<file path="src/rtl/usbh_cmdsts_pkg.sv">
package usbh_cmdsts_pkg;
  localparam int CMD_RUN    = 0;
  localparam int CMD_PER    = 1;
  localparam int CMD_ASY    = 2;
  localparam int CMD_FLS    = 4;
  localparam int CMD_RST    = 8;
  localparam int STS_HALT   = 15;
  localparam logic [1:0] FLS_RSVD = 2'b11;

  typedef enum logic [1:0] {
    ST_HALTED = 2'd0,
    ST_RUN    = 2'd1,
    ST_DRAIN  = 2'd2,
    ST_RESET  = 2'd3
  } ctl_state_t;
endpackage

</file>
<file path="src/rtl/usbh_cmd_reg.sv">
module usbh_cmd_reg
  import usbh_cmdsts_pkg::*;
#(
  parameter int DATA_W = 32
) (
  input  logic              clk,
  input  logic              rst,
  input  logic              clr,
  input  logic              wr,
  input  logic [DATA_W-1:0] wdata,
  input  logic              cap,
  output logic              run_q,
  output logic              run_d,
  output logic              per_q,
  output logic              asy_q,
  output logic [1:0]        fls_q
);
  logic [1:0] fls_w;
  assign fls_w = wdata[CMD_FLS+1:CMD_FLS];

  always_comb begin
    if (clr)     run_d = 1'b0;
    else if (wr) run_d = wdata[CMD_RUN];
    else         run_d = run_q;
  end

  always_ff @(posedge clk) begin
    if (rst || clr) begin
      run_q <= 1'b0;
      per_q <= 1'b0;
      asy_q <= 1'b0;
      fls_q <= 2'b00;
    end else begin
      run_q <= run_d;
      if (wr) begin
        per_q <= wdata[CMD_PER];
        asy_q <= wdata[CMD_ASY];
        if (cap && fls_w != FLS_RSVD) fls_q <= fls_w;
      end
    end
  end
endmodule

</file>
<file path="src/rtl/usbh_sts_reg.sv">
module usbh_sts_reg #(
  parameter int NEVT = 6
) (
  input  logic            clk,
  input  logic            rst,
  input  logic            clr,
  input  logic            hold,
  input  logic [NEVT-1:0] evt,
  input  logic            wr,
  input  logic [NEVT-1:0] wmask,
  output logic [NEVT-1:0] ev_q
);
  for (genvar i = 0; i < NEVT; i++) begin : g_bit
    always_ff @(posedge clk) begin
      if (rst || clr)      ev_q[i] <= 1'b0;
      else if (!hold) begin
        if (evt[i])        ev_q[i] <= 1'b1;
        else if (wr && wmask[i]) ev_q[i] <= 1'b0;
      end
    end
  end
endmodule

</file>
<file path="src/rtl/usbh_ctl_fsm.sv">
module usbh_ctl_fsm
  import usbh_cmdsts_pkg::*;
#(
  parameter int RST_CYCLES = 16
) (
  input  logic clk,
  input  logic rst,
  input  logic rst_start,
  input  logic run_d,
  input  logic eng_idle,
  input  logic eng_reset_done,
  output logic in_reset,
  output logic halted,
  output logic eng_run,
  output logic eng_stop_req
);
  localparam int CNT_W = (RST_CYCLES > 1) ? $clog2(RST_CYCLES) : 1;
  localparam logic [CNT_W-1:0] CNT_LAST = CNT_W'(RST_CYCLES - 1);

  ctl_state_t st_q, st_d;
  logic [CNT_W-1:0] cnt_q;

  always_comb begin
    st_d = st_q;
    case (st_q)
      ST_HALTED: if (rst_start) st_d = ST_RESET;
                 else if (run_d) st_d = ST_RUN;
      ST_RUN:    if (rst_start) st_d = ST_RESET;
                 else if (!run_d) st_d = ST_DRAIN;
      ST_DRAIN:  if (rst_start) st_d = ST_RESET;
                 else if (eng_idle) st_d = run_d ? ST_RUN : ST_HALTED;
      ST_RESET:  if (eng_reset_done || cnt_q == CNT_LAST) st_d = ST_HALTED;
      default:   st_d = ST_HALTED;
    endcase
  end

  always_ff @(posedge clk) begin
    if (rst) begin
      st_q  <= ST_HALTED;
      cnt_q <= '0;
    end else begin
      st_q <= st_d;
      if (rst_start)            cnt_q <= '0;
      else if (st_q == ST_RESET) cnt_q <= cnt_q + 1'b1;
    end
  end

  assign in_reset     = (st_q == ST_RESET);
  assign halted       = (st_q == ST_HALTED) || (st_q == ST_RESET);
  assign eng_run      = (st_q == ST_RUN);
  assign eng_stop_req = (st_q == ST_DRAIN);
endmodule

</file>
<file path="src/rtl/usbh_cmdsts_ctrl.sv">
module usbh_cmdsts_ctrl
  import usbh_cmdsts_pkg::*;
#(
  parameter int ADDR_W     = 2,
  parameter int DATA_W     = 32,
  parameter int NEVT       = 6,
  parameter int FIDX_W     = 10,
  parameter int RST_CYCLES = 16
) (
  input  logic              clk,
  input  logic              rst,
  input  logic              wr_en,
  input  logic              rd_en,
  input  logic [ADDR_W-1:0] addr,
  input  logic [DATA_W-1:0] wdata,
  output logic [DATA_W-1:0] rdata,
  input  logic              cap_prog_fl,
  input  logic [NEVT-1:0]   evt_in,
  input  logic              eng_idle,
  input  logic              eng_reset_done,
  output logic              eng_run,
  output logic              eng_stop_req,
  output logic              eng_reset_req,
  output logic              sched_periodic_en,
  output logic              sched_async_en,
  output logic [FIDX_W-1:0] fidx_mask
);
  localparam logic [ADDR_W-1:0] A_CMD = ADDR_W'(0);
  localparam logic [ADDR_W-1:0] A_STS = ADDR_W'(1);

  logic in_reset, halted, rst_start, cmd_wr, sts_wr;
  logic run_q, run_d, per_q, asy_q;
  logic [1:0] fls_q;
  logic [NEVT-1:0] ev_q;
  logic [DATA_W-1:0] cmd_view, sts_view, rd_mux;

  assign cmd_wr    = wr_en && addr == A_CMD && !in_reset;
  assign sts_wr    = wr_en && addr == A_STS && !in_reset;
  assign rst_start = cmd_wr && wdata[CMD_RST];

  usbh_cmd_reg #(.DATA_W(DATA_W)) u_cmd (
    .clk(clk), .rst(rst), .clr(rst_start), .wr(cmd_wr), .wdata(wdata),
    .cap(cap_prog_fl), .run_q(run_q), .run_d(run_d), .per_q(per_q),
    .asy_q(asy_q), .fls_q(fls_q)
  );

  usbh_sts_reg #(.NEVT(NEVT)) u_sts (
    .clk(clk), .rst(rst), .clr(rst_start), .hold(in_reset), .evt(evt_in),
    .wr(sts_wr), .wmask(wdata[NEVT-1:0]), .ev_q(ev_q)
  );

  usbh_ctl_fsm #(.RST_CYCLES(RST_CYCLES)) u_fsm (
    .clk(clk), .rst(rst), .rst_start(rst_start), .run_d(run_d),
    .eng_idle(eng_idle), .eng_reset_done(eng_reset_done),
    .in_reset(in_reset), .halted(halted), .eng_run(eng_run),
    .eng_stop_req(eng_stop_req)
  );

  always_comb begin
    cmd_view = '0;
    cmd_view[CMD_RUN] = run_q;
    cmd_view[CMD_PER] = per_q;
    cmd_view[CMD_ASY] = asy_q;
    cmd_view[CMD_FLS+1:CMD_FLS] = fls_q;
    cmd_view[CMD_RST] = in_reset;
    sts_view = '0;
    sts_view[NEVT-1:0] = ev_q;
    sts_view[STS_HALT] = halted;
    case (addr)
      A_CMD:   rd_mux = cmd_view;
      A_STS:   rd_mux = sts_view;
      default: rd_mux = '0;
    endcase
  end

  always_ff @(posedge clk) begin
    if (rst)        rdata <= '0;
    else if (rd_en) rdata <= rd_mux;
  end

  assign eng_reset_req     = in_reset;
  assign sched_periodic_en = per_q;
  assign sched_async_en    = asy_q;
  assign fidx_mask         = {FIDX_W{1'b1}} >> fls_q;
endmodule

</file>
<file path="config.mk">
export PLATFORM = sky130hd
export DESIGN_NAME = usbh_cmdsts_ctrl
export DESIGN_NICKNAME = d
export VERILOG_FILES = /design/src/rtl/usbh_cmdsts_pkg.sv /design/src/rtl/usbh_cmd_reg.sv /design/src/rtl/usbh_sts_reg.sv /design/src/rtl/usbh_ctl_fsm.sv /design/src/rtl/usbh_cmdsts_ctrl.sv
export SDC_FILE = /design/constraint.sdc
export NUM_CORES = 1
export LEC_CHECK = 0
export BUFFER_PORTS_ARGS = -buffer_cell sky130_fd_sc_hd__buf_4
export CORE_ASPECT_RATIO = 0.8
export CORE_MARGIN = 2
export CORE_UTILIZATION = 30
export DETAILED_ROUTE_END_ITERATION = 16
export HOLD_SLACK_MARGIN = 0.05
export PLACE_DENSITY_LB_ADDON = 0.15
export RECOVER_POWER = 100
export SLEW_MARGIN = 0
export SYNTH_ARGS = -nofsm -noshare
export SYNTH_HDL_FRONTEND = slang
export SYNTH_SLANG_ARGS = --single-unit
</file>
<file path="constraint.sdc">
create_clock -name clk -period 2.4 [get_ports clk]
set_input_delay 0.24 -clock clk [delete_from_list [all_inputs] [get_ports clk]]
set_output_delay 0.24 -clock clk [all_outputs]
set_load 0.05 [all_outputs]
</file>
* Word level (Yosys, flattened, before mapping) *
Cells that the tools add are included.

storage, ports and cells
  flip-flop bits (word level) = 49
  output and inout bits = 47
  logic and storage cells = 83

cells by class
  add/sub/neg operators = 1
  equality and inequality tests = 10
  shift-type cells = 1
  mux-type cells = 24
  bitwise gates (word level) = 1
  reductions and logical operators = 33

operator list
  cell                     number
  $pmux W16 S2             1
  $mux W1                  15
  $mux W2                  7
  $reduce_and A2 Y1        7
  $logic_and A1 B1 Y1      12
  $reduce_bool A2 Y1       6
  $shr A10 B2 Y10 const A  1
  $pmux W2 S4              1
  $ne A3 B2 Y1 const B     2
  $add A4 B1 Y4 const B    1
  $eq A2 B1 Y1 const B     2
  $eq A2 B2 Y1 const B     2
  $eq A4 B4 Y1 const B     1
  $logic_not A2 Y1         2
  $reduce_and A4 Y1        1
  $logic_or A1 B1 Y1       3
  $ne A3 B3 Y1 const B     1
  $ne A2 B1 Y1 const B     1
  $ne A2 B2 Y1 const B     1
  $reduce_or A2 Y1         1
  $logic_not A1 Y1         1
  $not A1 Y1               1

* Depth between registers and ports, before layout *
  word-level depth = 9
  depth in mapped cells = 8
  gate-level depth less buffers = 6

* By module *
A second synthesis with hierarchy kept.

second synthesis, totals
  cells, all modules = 156
  area total of the unflattened synthesis = 1514.0 um^2

by module, submodules not included
  module            times used  cells an instance  area each (um^2)  seq. area each (um^2)
  usbh_cmdsts_ctrl  1           69                 633.1             160.2
  usbh_ctl_fsm      1           41                 369.1             120.1
  usbh_sts_reg      1           27                 289.0             120.1
  usbh_cmd_reg      1           19                 222.7             100.1

* Worst setup path before layout *
Ideal clock, no wire load.

  path type = reg2reg
  start point = register u_fsm.st_q[0]
  end point = register u_cmd.run_q
  arrival = 1885 ps
  data required time = 2282 ps
  slack = 397 ps
  cell stages (with the launch flop) = 9
  buffers on the path = 3
  clock period less this slack = 2003 ps
  path through = dfxtp_1 ha_1 buf_6 nor4b_4 buf_6 nand2_1 nand2b_1 buf_4 nor2_1

between the ends
  word-level cells in the longest chain between the ends = 5
  elaborated cells between the ends (all ways) = 7
  classes of those cells = eq/ne (1); mux (2); reduce/logical (4)

ends and longest elaborated chain
  what                                            line                                        text
  from (decl)                                     usbh_ctl_fsm.sv:20                          ctl_state_t st_q, st_d;
  from (signal assigned)                          usbh_ctl_fsm.sv:42                          st_q <= st_d;
  $eq A2 B2 Y1 *                                  usbh_ctl_fsm.sv:48                          assign in_reset = (st_q == ST_RESET);
  via eng_reset_req                               usbh_cmdsts_ctrl.sv:23                      output logic eng_reset_req,
  $logic_not A1 Y1 *                              --
  $logic_and A1 B1 Y1 *                           usbh_cmdsts_ctrl.sv:37                      assign cmd_wr = wr_en && addr == A_CMD && !in_reset;
  $mux W1 or $logic_and A1 B1 Y1 (tied branches)  usbh_cmd_reg.sv:23, usbh_cmdsts_ctrl.sv:39
  $mux W1 or $logic_or A1 B1 Y1 (tied branches)   usbh_cmd_reg.sv:22, usbh_cmd_reg.sv:28
  to (signal assigned)                            usbh_cmd_reg.sv:34                          run_q <= run_d;
  to (decl)                                       usbh_cmd_reg.sv:12                          output logic run_q,

The timed path passes the listed nets; every way through them passes the cells marked *.
A chain may end at the register's enable or synchronous reset.

* Worst setup path in the final report *
  start point = register u_fsm.st_q[0]
  end point = output port eng_reset_req

between the ends
  word-level cells in the longest chain between the ends = 1

ends and longest elaborated chain
  what          line
  $eq A2 B2 Y1  usbh_ctl_fsm.sv:48
  to (decl)     usbh_cmdsts_ctrl.sv:23

No other way between the ends.

==> metrics.csv <==
stage,metric,value,unit
pwr,Flop pwr share,39.6,%
critical_path,crit path launch,u_fsm.st_q[0],
pwr,Pwr Total,1.19,mW
clock_network,clk_lat worst skew,0.27,ns
critical_path,r2r endpoint,u_fsm.st_q[1],
logic_synthesis,Synth Area in Adders,4.11,%
logic_synthesis,synth top area cells,"dfxtp_1 (33%), buf_4 (16%), nor2_1 (6.7%), ha_1 (4.1%), mux2i_1 (3.9%)",
global_routing,first-pass GRT wire length,5360,um
logic_synthesis,yosys warns,0,
timing,Clock Skews,0.00779,ns
critical_path,CP Data Required Time,2.16,ns
finish,most frequent cells in the layout,"conb_1 (31), nor2_1 (27), buf_4 (25), dfxtp_1 (25), clkbuf_1 (17)",
worst_hold_path,HP Class,input port to flip-flop,
global_routing,vias in the first global route,1130,
logic_synthesis,share of the synthesized area in the top cell type,32.8,%
logic_synthesis,xor and xnor area share after synthesis,1.72,%
floorplan,I/O Pins,94,
pwr,clock power share,21.6,%
logic_synthesis,Synth Area in Compound Gates,12.0,%
logic_synthesis,Synth Area per Inst,8.61,um2
placement,dpl cells,273,
timing,Setup Viol. Count Final,0,
finish,layout net count,268,
logic_synthesis,number of synthesized register bits,25,
clock_network,Max H-tree Level,1,
clock_network,CTS resizes,0,
floorplan,die area,5670,um2
critical_path,"setup slack, reg-to-reg",0.47,ns
finish,"commonest non-fill, non-tap cell in the layout",conb_1,
finish,Layout Cells excl Fill,277,
logic_synthesis,sequential area share after synthesis,32.8,%
worst_hold_path,worst hold stages,3,
finish,"Core Util, Final",34.9,%
logic_synthesis,largest family of logic cells by synthesized area,simple AND/OR/NAND/NOR gates,
timing,FMAX,0.494,GHz
clock_network,clk sinks,25,
timing,Slew HR,60.5,%
floorplan,Core Box Area,4950,um2
clock_network,postcts setup bufs,0,
pwr,Power Dens Cells,687,nW/um2
timing,Max Slew Vio Count,0,
global_routing,met1 Use GR,15.9,%
logic_synthesis,distinct cell type count after synthesis,39,
global_routing,Most Crowded Layer GR,met2,
timing,crit path time final,2.02,ns
logic_synthesis,Synth Area in Simple Gates,21.8,%
pwr,combinational power share,38.7,%
finish,layout cells sized above 1,19.1,%
critical_path,CP Class,flip-flop to output pin,
critical_path,Worst setup SP type,flip-flop,
pwr,sw power,0.483,mW
clock_network,CTS tree,yes,
logic_synthesis,Yosys top cell by area,dfxtp_1,
logic_synthesis,Synth Instances,177,
timing,unrepaired setup endpoints after global routing,false,
route,final WL,3190,um
placement,port bufs,37,
timing,total negative slack,0,ns
clock_network,CTS buffer count,3,
critical_path,Setup crit end,eng_reset_req,
critical_path,worst r2r src,u_fsm.st_q[0],
critical_path,crit end category,output pin,
floorplan,initial core utilization,30.8,%
floorplan,Die Ht,67.8,um
critical_path,Worst Reg-to-Reg Cells,6,
route,ANT nets after route,0,
clock_network,"Reg clk slew, reported paths",0.10,ns
pwr,Net Sw Frac,40.6,%
pwr,internal power,0.706,mW
timing,"Hold Vio Cnt, Final",0,
route,drt wl/cell,11.5,um
placement,Placer Congestion,0.756,
logic_synthesis,Post-Syn Area,1520,um2
pwr,Leak,0.732,nW
route,DRC,0,
route,DR vias/cell,4.21,
placement,Post-DP HPWL,2510,um
critical_path,Critical Path AT,1.78,ns
clock_network,root buffer cell,clkbuf_8,
timing,Final period util,84.3,%
critical_path,Crit Path Max Fanout,8,
global_routing,initial antenna violation count,0,
global_routing,met3 GRT Util,3.67,%
finish,Syn-to-layout area delta,13.5,%
timing,worst hold slack,0.207,ns
clock_network,"Hold-fix buffers, CTS",0,
clock_network,maximum clock path buffer count,2,
logic_synthesis,post-synthesis mux area share,6.90,%
global_routing,GRT overflow,0,
global_routing,GRT Total Usage,11.7,%
pwr,Peak VDD IR,0.000327,V
floorplan,Die W,83.7,um
timing,worst slew pin tran,0.595,ns
route,Detailed Route Iter0 Violations,74,
global_routing,pin count of the biggest net entering global routing,17,
finish,# diodes,0,
route,Vias,1165,
global_routing,GR Layer Usage met2,19.1,%
floorplan,Cell Rows,23,
outcome,status,completed,
flow_run,maxcap violations,0,
route,DRT Pass-1 Iters,4,
cells by family (layout without fill, tap and decap cells):
kind of cell / Yosys count / count (layout)
simple gates: 63 / 63
buf+inv: 44 / 53
compound gates: 25 / 25
flops: 25 / 25
mux: 10 / 10
fa+ha+maj: 5 / 5
xor+xnor: 3 / 3
other cells: 2 / 31
metrics by stage:
stage | area, um2 | worst slack [ns]
global route | 1730 | 0.238
floorplan | 1630 | 0.397
CTS | 1790 | 0.453
detailed placement | 1740 | 0.475
global placement | 1740 | 0.467
finish | 1730 | 0.376
routing by layer:
layer / share of wire, % / wire length, um
met5: 0 / 0
met1: 51 / 1630
met3: 6.0 / 191
met4: 0.25 / 8
met2: 42 / 1350
how the worst min path moves through the flow:
stage	startpoint	endpoint	slack, ns
3_3_place_gp	rdata[8]	rdata[8]	0.46
2_1_floorplan	wdata[2]	u_cmd.asy_q	0.39
4_1_cts	wdata[1]	u_cmd.per_q	0.20
5_1_grt	evt_in[1]	u_sts.ev_q[1]	0.22
3_5_place_dp	rdata[3]	rdata[3]	0.46
6_report	wdata[1]	u_cmd.per_q	0.21
state kept, by name, summed over array words and instances (netlist names):
register / cells
rdata: 8
u_cmd.per_q: 1
u_cmd.fls_q: 2
u_fsm.cnt_q: 4
u_sts.ev_q: 6
u_fsm.st_q: 2
u_cmd.run_q: 1
u_cmd.asy_q: 1
cells in the mapped netlist:
cell type  instances
a211o_1            1
a21oi_1            8
a221o_2            1
a221oi_1           1
a22oi_1            6
a311oi_1           2
a31oi_1            2
and2_1             1
and2_2             1
and3_2             1
and4bb_4           1
buf_1              1
buf_4             32
buf_6              3
clkbuf_1           1
conb_1             2
dfxtp_1           25
ha_1               5
inv_1              7
mux2_2             4
mux2i_1            6
nand2_1           11
nand2b_1           5
nand3_1            1
nand4_1            2
nand4b_1           1
nor2_1            27
nor2b_1            7
nor3_1             1
nor3b_1            1
nor4b_4            1
o211ai_1           1
o21ai_0            1
o221a_2            1
o221ai_2           1
or2_2              1
or4_1              1
xnor2_1            1
xor2_1             2
power by group through the flow:
stage | logic, mW | registers (mW) | clock network, mW
2_1_floorplan | 0.401 | 0.491 | 0
3_3_place_gp | 0.484 | 0.481 | 0
3_5_place_dp | 0.481 | 0.481 | 0
4_1_cts | 0.483 | 0.471 | 0.271
5_1_grt | 0.500 | 0.477 | 0.287
6_report | 0.460 | 0.471 | 0.257
final cells by class:
class / count / area [um2]
inverters: 7 / 26.3
clock buffers: 3 / 41.3
multi-input cells: 137 / 825
fillers: 559 / 3220
well taps: 62 / 77.6
flip-flops and latches: 25 / 500
repair buffers: 42 / 251
clock inverters: 1 / 7.51
critical path: stages (launching register included):
cell	delay [ns]
dfxtp_1	0.42
ha_1	0.24
clkbuf_1	0.35
clkbuf_1	0.51
No activity file was read; power rests on OpenSTA's default activity.
